**src/rtl/tsl_pkg.sv**
```systemverilog
// Shared widths, frame lengths and reset values for the three-wire loader.
// Assumes frame layout: band bits, then divider bits, then control byte.
package tsl_pkg;
    localparam int BAND_W    = 4;
    localparam int DIV_W     = 15;
    localparam int CTRL_W    = 8;
    localparam int TEST_W    = 3;
    localparam int LEN_SHORT = BAND_W + DIV_W - 1;
    localparam int LEN_LONG  = BAND_W + DIV_W;
    localparam int LEN_FULL  = LEN_LONG + CTRL_W;
    localparam int CNT_W     = $clog2(LEN_FULL + 1) + 1;

    typedef struct packed {
        logic [TEST_W-1:0] test;
        logic              cp_hi;
        logic              rsb;
        logic              os;
    } ctrl_t;

    localparam ctrl_t CTRL_RESET = '{test: 3'b001, cp_hi: 1'b1, rsb: 1'b1, os: 1'b0};
endpackage

```
**src/rtl/tsl_bus_sync.sv**
```systemverilog
// Multi-stage synchronizer for a group of asynchronous single-bit lines.
// Assumes each line is sampled independently; lines must be stable for
// several system clocks around the edges that matter.
module tsl_bus_sync #(
    parameter int WIDTH  = 3,
    parameter int STAGES = 2
) (
    input  logic             clk,
    input  logic             rst_n,
    input  logic [WIDTH-1:0] async_i,
    output logic [WIDTH-1:0] sync_o
);
    for (genvar g = 0; g < WIDTH; g++) begin : g_line
        logic [STAGES-1:0] pipe;

        // Shift the raw line through the synchronizer stages.
        always_ff @(posedge clk) begin
            if (!rst_n) begin
                pipe <= '0;
            end else begin
                pipe <= {pipe[STAGES-2:0], async_i[g]};
            end
        end

        assign sync_o[g] = pipe[STAGES-1];
    end
endmodule

```
**src/rtl/tsl_edge_detect.sv**
```systemverilog
// Finds enable and bus-clock edges in the system clock domain.
// Assumes synchronized inputs; clock edges are reported only while enable is high.
module tsl_edge_detect (
    input  logic clk,
    input  logic rst_n,
    input  logic en_s,
    input  logic sck_s,
    output logic en_rise,
    output logic en_fall,
    output logic sck_rise,
    output logic sck_fall
);
    logic en_q;
    logic sck_q;

    // Keep one cycle of history for edge comparison.
    always_ff @(posedge clk) begin
        if (!rst_n) begin
            en_q  <= 1'b0;
            sck_q <= 1'b0;
        end else begin
            en_q  <= en_s;
            sck_q <= sck_s;
        end
    end

    // Edge pulses, bus-clock edges gated by the enable level.
    always_comb begin
        en_rise  = en_s & ~en_q;
        en_fall  = ~en_s & en_q;
        sck_rise = en_s & sck_s & ~sck_q;
        sck_fall = en_s & ~sck_s & sck_q;
    end
endmodule

```
**src/rtl/tsl_frame_shifter.sv**
```systemverilog
// Shifts serial data in and counts the bits and rising edges of a frame.
// Issues one-cycle write strobes: band on rise BAND_W+1, early divider on
// rise LEN_LONG+1, and length-qualified strobes at the fall of enable.
// Assumes the counters restart on each rising edge of enable.
module tsl_frame_shifter
    import tsl_pkg::*;
(
    input  logic             clk,
    input  logic             rst_n,
    input  logic             en_rise,
    input  logic             en_fall,
    input  logic             sck_rise,
    input  logic             sck_fall,
    input  logic             sdi,
    output logic [DIV_W-1:0] shreg,
    output logic             band_we,
    output logic             div_early_we,
    output logic             commit_short,
    output logic             commit_long,
    output logic             commit_full
);
    localparam logic [CNT_W-1:0] CNT_MAX   = '1;
    localparam logic [CNT_W-1:0] BAND_RISE = CNT_W'(BAND_W);
    localparam logic [CNT_W-1:0] DIV_RISE  = CNT_W'(LEN_LONG);
    localparam logic [CNT_W-1:0] N_SHORT   = CNT_W'(LEN_SHORT);
    localparam logic [CNT_W-1:0] N_LONG    = CNT_W'(LEN_LONG);
    localparam logic [CNT_W-1:0] N_FULL    = CNT_W'(LEN_FULL);

    logic [CNT_W-1:0] bit_cnt;
    logic [CNT_W-1:0] rise_cnt;

    // Shift data on falling edges; saturating bit and rise counters.
    always_ff @(posedge clk) begin
        if (!rst_n) begin
            shreg    <= '0;
            bit_cnt  <= '0;
            rise_cnt <= '0;
        end else begin
            if (sck_fall) begin
                shreg <= {shreg[DIV_W-2:0], sdi};
                if (bit_cnt != CNT_MAX) begin
                    bit_cnt <= bit_cnt + 1'b1;
                end
            end
            if (sck_rise && rise_cnt != CNT_MAX) begin
                rise_cnt <= rise_cnt + 1'b1;
            end
            if (en_rise) begin
                bit_cnt  <= '0;
                rise_cnt <= sck_rise ? CNT_W'(1) : '0;
            end
        end
    end

    // Strobes from the edge counts and from the length at enable fall.
    always_comb begin
        band_we      = sck_rise && !en_rise && (rise_cnt == BAND_RISE);
        div_early_we = sck_rise && !en_rise && (rise_cnt == DIV_RISE);
        commit_short = en_fall && (bit_cnt == N_SHORT);
        commit_long  = en_fall && (bit_cnt == N_LONG);
        commit_full  = en_fall && (bit_cnt == N_FULL);
    end
endmodule

```
**src/rtl/tsl_commit_regs.sv**
```systemverilog
// Holds the band, divider, control, ratio-A and tuning-enable registers and
// applies the strobes from the shifter. Assumes at most one strobe per cycle.
module tsl_commit_regs
    import tsl_pkg::*;
(
    input  logic              clk,
    input  logic              rst_n,
    input  logic [DIV_W-1:0]  shreg,
    input  logic              band_we,
    input  logic              div_early_we,
    input  logic              commit_short,
    input  logic              commit_long,
    input  logic              commit_full,
    output logic [BAND_W-1:0] band,
    output logic [DIV_W-1:0]  divider,
    output ctrl_t             ctrl,
    output logic              rsa,
    output logic              tune_en
);
    ctrl_t ctrl_next;
    logic  unused_rsvd;

    // Decode the trailing control byte: T2 T1 T0 CP RSB OS, then reserved bits.
    always_comb begin
        ctrl_next.test  = shreg[CTRL_W-1 -: TEST_W];
        ctrl_next.cp_hi = shreg[CTRL_W-TEST_W-1];
        ctrl_next.rsb   = shreg[CTRL_W-TEST_W-2];
        ctrl_next.os    = shreg[CTRL_W-TEST_W-3];
        unused_rsvd     = ^shreg[CTRL_W-TEST_W-4:0];
    end

    // Band register: takes the first four bits on its strobe.
    always_ff @(posedge clk) begin
        if (!rst_n) begin
            band <= '0;
        end else if (band_we) begin
            band <= shreg[BAND_W-1:0];
        end
    end

    // Divider and ratio-A: early write, 19-bit write or 18-bit write.
    always_ff @(posedge clk) begin
        if (!rst_n) begin
            divider <= '0;
            rsa     <= 1'b1;
        end else if (div_early_we) begin
            divider <= shreg;
        end else if (commit_long) begin
            divider <= shreg;
            rsa     <= 1'b0;
        end else if (commit_short) begin
            divider <= {1'b0, shreg[DIV_W-2:0]};
            rsa     <= 1'b1;
        end
    end

    // Control group: written only by a full-length frame.
    always_ff @(posedge clk) begin
        if (!rst_n) begin
            ctrl <= CTRL_RESET;
        end else if (commit_full) begin
            ctrl <= ctrl_next;
        end
    end

    // Tuning enable: set on the first divider write, held until reset.
    always_ff @(posedge clk) begin
        if (!rst_n) begin
            tune_en <= 1'b0;
        end else if (div_early_we || commit_long || commit_short) begin
            tune_en <= 1'b1;
        end
    end
endmodule

```
**src/rtl/tuner_serial_loader.sv**
```systemverilog
// Top of the three-wire tuner register loader: synchronizer, edge detector,
// frame shifter and register bank. Assumes the bus runs well below clk.
module tuner_serial_loader
    import tsl_pkg::*;
#(
    parameter int SYNC_STAGES = 2
) (
    input  logic              clk,
    input  logic              rst_n,
    input  logic              bus_en_i,
    input  logic              bus_clk_i,
    input  logic              bus_dat_i,
    output logic [BAND_W-1:0] band_o,
    output logic [DIV_W-1:0]  divider_o,
    output logic [TEST_W-1:0] test_o,
    output logic              cp_hi_o,
    output logic              rsb_o,
    output logic              os_o,
    output logic              rsa_o,
    output logic              tune_en_o
);
    logic [2:0]       sync_lines;
    logic             en_rise, en_fall, sck_rise, sck_fall;
    logic [DIV_W-1:0] shreg;
    logic             band_we, div_early_we;
    logic             commit_short, commit_long, commit_full;
    logic             div_we;
    ctrl_t            ctrl;

    tsl_bus_sync #(.WIDTH(3), .STAGES(SYNC_STAGES)) sync_i (
        .clk     (clk),
        .rst_n   (rst_n),
        .async_i ({bus_en_i, bus_clk_i, bus_dat_i}),
        .sync_o  (sync_lines)
    );

    tsl_edge_detect edge_i (
        .clk      (clk),
        .rst_n    (rst_n),
        .en_s     (sync_lines[2]),
        .sck_s    (sync_lines[1]),
        .en_rise  (en_rise),
        .en_fall  (en_fall),
        .sck_rise (sck_rise),
        .sck_fall (sck_fall)
    );

    tsl_frame_shifter shift_i (
        .clk          (clk),
        .rst_n        (rst_n),
        .en_rise      (en_rise),
        .en_fall      (en_fall),
        .sck_rise     (sck_rise),
        .sck_fall     (sck_fall),
        .sdi          (sync_lines[0]),
        .shreg        (shreg),
        .band_we      (band_we),
        .div_early_we (div_early_we),
        .commit_short (commit_short),
        .commit_long  (commit_long),
        .commit_full  (commit_full)
    );

    tsl_commit_regs regs_i (
        .clk          (clk),
        .rst_n        (rst_n),
        .shreg        (shreg),
        .band_we      (band_we),
        .div_early_we (div_early_we),
        .commit_short (commit_short),
        .commit_long  (commit_long),
        .commit_full  (commit_full),
        .band         (band_o),
        .divider      (divider_o),
        .ctrl         (ctrl),
        .rsa          (rsa_o),
        .tune_en      (tune_en_o)
    );

    // Any divider write, for the bound checker.
    assign div_we = div_early_we | commit_long | commit_short;

    assign test_o  = ctrl.test;
    assign cp_hi_o = ctrl.cp_hi;
    assign rsb_o   = ctrl.rsb;
    assign os_o    = ctrl.os;
endmodule

```
**config.mk**
```make
export PLATFORM = sky130hd
export DESIGN_NAME = tuner_serial_loader
export DESIGN_NICKNAME = d
export VERILOG_FILES = /design/src/rtl/tsl_pkg.sv /design/src/rtl/tsl_bus_sync.sv /design/src/rtl/tsl_edge_detect.sv /design/src/rtl/tsl_frame_shifter.sv /design/src/rtl/tsl_commit_regs.sv /design/src/rtl/tuner_serial_loader.sv
export SDC_FILE = /design/constraint.sdc
export NUM_CORES = 1
export LEC_CHECK = 0
export BUFFER_PORTS_ARGS = -buffer_cell sky130_fd_sc_hd__clkbuf_2
export CORE_MARGIN = 1
export CORE_UTILIZATION = 61
export DETAILED_ROUTE_END_ITERATION = 6
export GPL_TIMING_DRIVEN = 0
export PLACE_DENSITY = 0.83
export SYNTH_ARGS = -nofsm -noshare
export SYNTH_HDL_FRONTEND = slang
export SYNTH_HIERARCHICAL = 1
export SYNTH_SLANG_ARGS = --single-unit
```
**constraint.sdc**
```tcl
create_clock -name clk -period 4.5 [get_ports clk]
set_input_delay 0.9 -clock clk [delete_from_list [all_inputs] [get_ports clk]]
set_output_delay 0.9 -clock clk [all_outputs]
set_load 0.05 [all_outputs]
```
**Word-level counts from Yosys, hierarchy flattened**

Index checks and enable logic that the tools add are counted.

- Register bits: 62
- Bits of input ports: 5
- Output and inout port bits: 27

- Add/subtract/negate cells: 2
- Eq/ne operators: 7
- Multiplexer cells: 8
- Bitwise operators: 12
- Reduce and logical (&&, ||, !) cells: 16

Operator list:

| operator | count |
|---|---|
| two-way mux 15 bit | 3 |
| == test 6 x 5 -> 1 bit, second input constant | 4 |
| adder 6 x 1 -> 6 bit, second input constant | 2 |
| two-way mux 6 bit | 2 |
| != test 6 bit, second input constant | 2 |
| logical AND 1 bit | 7 |
| AND 1 bit | 6 |
| == test 6 x 3 -> 1 bit, second input constant | 1 |
| NOT 1 bit | 6 |
| AND reduction 2 bit | 2 |
| nonzero test 2 bit | 2 |
| two-way mux 1 bit | 3 |
| nonzero test 3 bit | 1 |
| logical OR 1 bit | 2 |
| OR reduction 2 bit | 1 |
| zero test 1 bit | 1 |

**Logic depth before layout (Yosys ltp)**

- Word-level depth: 7
- Gate-level depth with buffers: 9
- Depth with buffers taken out: 7

**Cells and area by module**

Netlist, hierarchy kept.

Modules (own cells, without submodules):

| module | times used | cells an instance | area an instance (µm²) | sequential area each (µm²) |
|---|---|---|---|---|
| tsl_frame_shifter | 1 | 133 | 1227.4 | 540.5 |
| tsl_commit_regs | 1 | 106 | 1037.2 | 540.5 |
| tsl_bus_sync | 1 | 15 | 180.2 | 120.1 |
| tsl_edge_detect | 1 | 8 | 82.6 | 40.0 |

**Least setup slack after synthesis**

Ideal clock, no wire load.

- Path type: flip-flop to flip-flop
- Start point: reg sync_i.g_line[2].pipe[1]
- End point: reg regs_i.divider[1]
- Setup time: 0.116 ns
- Data arrival time: 2.071 ns
- Required time: 4.384 ns
- Setup slack: 2.313 ns
- Cell stages (with the launch flop): 10
- Path buffers: 2
- Clock period less this slack: 2.187 ns
- Cells stage by stage: dfxtp_1 -> buf_4 -> and3b_1 -> inv_1 -> or4_1 -> nor3_1 -> nor3_4 -> buf_6 -> nand3_1 -> o21ai_2

- Longest elaborated chain between the ends: 5
- Elaborated cells on any way between the ends: 13

Ends and longest elaborated chain:

| element | line | text |
|---|---|---|
| from (decl) | tsl_bus_sync.sv:14 | `logic [STAGES-1:0] pipe;` |
| from (signal assigned) | tsl_bus_sync.sv:21 | `pipe <= {pipe[STAGES-2:0], async_i[g]};` |
| AND 1 bit * (2 in a row) | tsl_edge_detect.sv:31 | `sck_rise = en_s & sck_s & ~sck_q;` |
| named net sck_rise | tuner_serial_loader.sv:23 | `logic en_rise, en_fall, sck_rise, sck_fall;` |
| logical AND 1 bit * (2 in a row) | tsl_frame_shifter.sv:58 | `div_early_we = sck_rise && !en_rise && (rise_cnt == DIV_RISE);` |
| named net div_early_we | tuner_serial_loader.sv:25 | `logic band_we, div_early_we;` |
| nonzero test 3 bit (no source line) or two-way mux 15 bit (tied branches) | - |  |
| to (signal assigned) | tsl_commit_regs.sv:47 | `divider <= shreg;` |
| to (signal assigned) | tsl_commit_regs.sv:49 | `divider <= shreg;` |
| to (signal assigned) | tsl_commit_regs.sv:52 | `divider <= {1'b0, shreg[DIV_W-2:0]};` |
| to (decl) | tsl_commit_regs.sv:15 | `output logic [DIV_W-1:0] divider,` |

The timed path passes the listed nets; every way through them passes the cells marked *.
A chain may end at the register's enable or synchronous reset.

**Worst setup path in the final report**

- Start point: reg sync_i.g_line[2].pipe[1]
- End point: reg regs_i.divider[5]

The elaborated chain is that of the path after synthesis.

==> run_results.csv <==
group,metric,value,unit
sta,drv_slew,0,
yosys,synth_most_common_cell,"dfxtp_1",
sta,relSlewSlack,49.14,%
clock_network,cts.repair.resized,0,
global_routing,grt_max_degree,17,
placed_design,hpwlAfterDp,3293,um
yosys,synth_xor_area_share,0,%
worst_setup_path,cp_data_arrival_time,2.72,ns
finish,finalNetCount,313,
routing,drc_errors,0,
worst_setup_path,crit_buf_inv,3,
power,total_power,0.001138,W
yosys,synth_nets,271,
global_routing,grt_overflow_total,0,
power,power_density,382.1,nW/um^2
clock_network,cts_tree,"done",
global_routing,grt_util_all_layers,24.77,%
finish,drive_gt1_share,22.01,%
min_path,hold_class,"flop to flop",
yosys,synth_compound_area_share,10.30,%
yosys,seq_area_frac_synth,49.11,%
sta,tightest_slew,0.7570,ns
yosys,yosys-top-cells-count,"62 x dfxtp_1, 28 x mux2i_1, 26 x nand2_1",
yosys,syn_avg_cell_area,9.647,um^2
placed_design,globalplace.congestion,0.8887,
routing,first_pass_iters,4,
yosys,synthMuxAreaShare,11.09,%
die,io_pins,32,
yosys,synthAdderAreaFrac,1.980,%
global_routing,grt_pass1_vias,1744,
die,initial_utilization,63.18,%
routing,via_count,1968,
outcome,outcome,"completed",
global_routing,grt_pass1_wl,7900,um
placed_design,io_buffers,31,
finish,utilization,74.44,%
yosys,ys_top_cells_by_area,"dfxtp_1 49%, mux2i_1 11%, nand2_1 3.9%, nand3_1 3.4%, nor2_1 3.0%",
yosys,yosysWarnings,6,
finish,syn2layout_area_growth,17.82,%
die,coreArea,4000,um^2
job,maxCapViolCount,0,
worst_setup_path,critPathLaunchType,"flop",
placed_design,pre_cts_slack,2.042,ns
yosys,synth_top_area_share,49.11,%
min_path,min_delay_path_depth,1,
worst_setup_path,crit_fanout,10,
yosys,synth-simple-area-share,22.03,%
yosys,synth_top_area_cell,"dfxtp_1",
yosys,synth_top_family_by_area,"simple AND/OR/NAND/NOR gates",
die,die_w,66.37,um
routing,antenna_left,0,
worst_setup_path,r2r_cells,9,
clock_network,clkSlewWorstSetupHoldPaths,0.07,ns
routing,first_iter_violations,181,
worst_setup_path,critPathCaptureType,"flop",
sta,fmax,402.9,MHz
clock_network,cts_buffers,9,
sta,final.setup_skew,0.009143,ns
clock_network,cts.sinks,62,
die,die_h,66.37,um
clock_network,clk_path_buf_depth,2,
sta,worst_slack,2.018,ns
worst_setup_path,crit_slowest_cell,"nor3_1",
sta,min_period,2.482,ns
worst_setup_path,slowest_delay,0.64,ns
routing,routed_wl,4916,um
clock_network,postCtsHoldBufs,0,
worst_setup_path,cp.depth,9,
worst_setup_path,crit_chain,"buf_4 -> and3b_1 -> inv_1 -> or4_1 -> nor3_1 -> nor3_4 -> buf_6 -> nand3_1 -> o21ai_2",
clock_network,cts_root_buf,"clkbuf_8",
clock_network,h-tree-depth,3,
die,placementRows,23,
sta,final_hold_viol_count,0,
die,die_area,4405,um^2
yosys,synth-edff-count,0,
power,leakagePower,1.126,nW
sta,fin_tns_setup,0,ns
yosys,synthCells,262,
finish,fill_cells,305,
clock_network,post_cts_buffers,0,
sta,period_share,55.16,%
worst_setup_path,worstPathRequired,4.74,ns
worst_setup_path,path_delay_family,"simple AND/OR/NAND/NOR gates",
routing,vias_per_cell,5.482,
power,ir_worst_vdd,0.2918,mV
global_routing,grt_antenna_before_repair,0,
finish,diodes,0,
yosys,syn-cell-area,2527,um^2
sta,finalSetupViolations,0,
yosys,synthDistinctLibCells,38,
yosys,synth-seq-cells,62,
clock_network,clk_latency,0.34,ns
sta,rsz0062_at_grt,"no",
worst_setup_path,worstSetupPathType,"flop to flop",
yosys,async_flop_share,0,%
yosys,synth_ff_type,"dfxtp_1",
routing,wl_per_cell,13.69,um
-- cells by family (layout without fill, tap and decap cells) --
| logic type | Yosys count | after routing |
|---|---|---|
| AO/OA/AOI/OAI | 38 | 38 |
| adder cells (fa/ha/maj) | 4 | 4 |
| multiplexers | 28 | 28 |
| buffers and inverters | 25 | 72 |
| flip-flops | 62 | 62 |
| AND/OR/NAND/NOR | 105 | 105 |
-- flip-flops by register name (all words and copies together) (netlist names) --
name / cells
regs_i/band: 4
edge_i/en_q: 1
shift_i/shreg: 15
regs_i/tune_en: 1
regs_i/divider: 15
regs_i/rsa: 1
edge_i/sck_q: 1
shift_i/rise_cnt: 6
sync_i/g_line.pipe: 6
regs_i/ctrl: 6
shift_i/bit_cnt: 6
-- area by class of cell --
cell class	count	area, um^2	share of cell area, %
multi-input combinational	175	1147	38.53
clock inverter	5	81.33	2.731
buffer	16	105.1	3.529
clock buffer	11	151.4	5.084
timing repair buffer	31	155.1	5.210
sequential	62	1241	41.68
tap	50	62.56	2.101
inverter	9	33.78	1.134
-- per-stage QoR --
stage,cells,instance area (um^2),hold WS (ns)
after floorplan,262,2527,0.4118
after global placement,343,2745,0.4144
after detailed placement,343,2745,0.4249
after CTS,359,2978,0.4401
after global routing,359,2978,0.4762
final,359,2978,0.4403
-- final timing paths --
| check | startpoint | slack, ns | endpoint |
|---|---|---|---|
| setup / recovery | sync_i/g_line[2].pipe[1] | 2.02 | regs_i/divider[5] |
| hold reg to reg | sync_i/g_line[0].pipe[0] | 0.44 | sync_i/g_line[0].pipe[1] |
| setup reg to reg | sync_i/g_line[2].pipe[1] | 2.02 | regs_i/divider[5] |
| hold / removal | sync_i/g_line[0].pipe[0] | 0.44 | sync_i/g_line[0].pipe[1] |
-- report_power, final --
group          switching [W]  internal, W  total [W]
Clock               0.000218     0.000342   0.000560
Combinational      0.0000160   0.00000915  0.0000251
Sequential       0.000000932     0.000552   0.000553
-- placed cells by master (no fill, tap or decap), drive strengths merged, types with 2 or more instances in the layout --
master,netlist,routed
o21ai,19,19
ha,4,4
nor3,5,5
and3,2,2
and2,11,11
a211oi,2,2
buf,10,10
and3b,2,2
clkinv,0,2
a21oi,3,3
a31oi,7,7
inv,9,9
nand2b,2,2
a311oi,3,3
mux2i,28,28
nor2,20,20
dfxtp,62,62
nand2,26,26
nand4,2,2
nand3,17,17
clkbuf,6,48
nor2b,9,9
and4,4,4
bufinv,0,2
and2b,2,2
-- per-layer routing --
metal / routed length (um) / GRT usage (%) / vias up
met5: 0 / 0 / -
met4: 104 / 14.63 / 0
li1: - / - / 994
met1: 2282 / 30.10 / 923
met2: 2374 / 39.41 / 42
met3: 155 / 6.034 / 9
No activity file was read; power rests on OpenSTA's default activity.
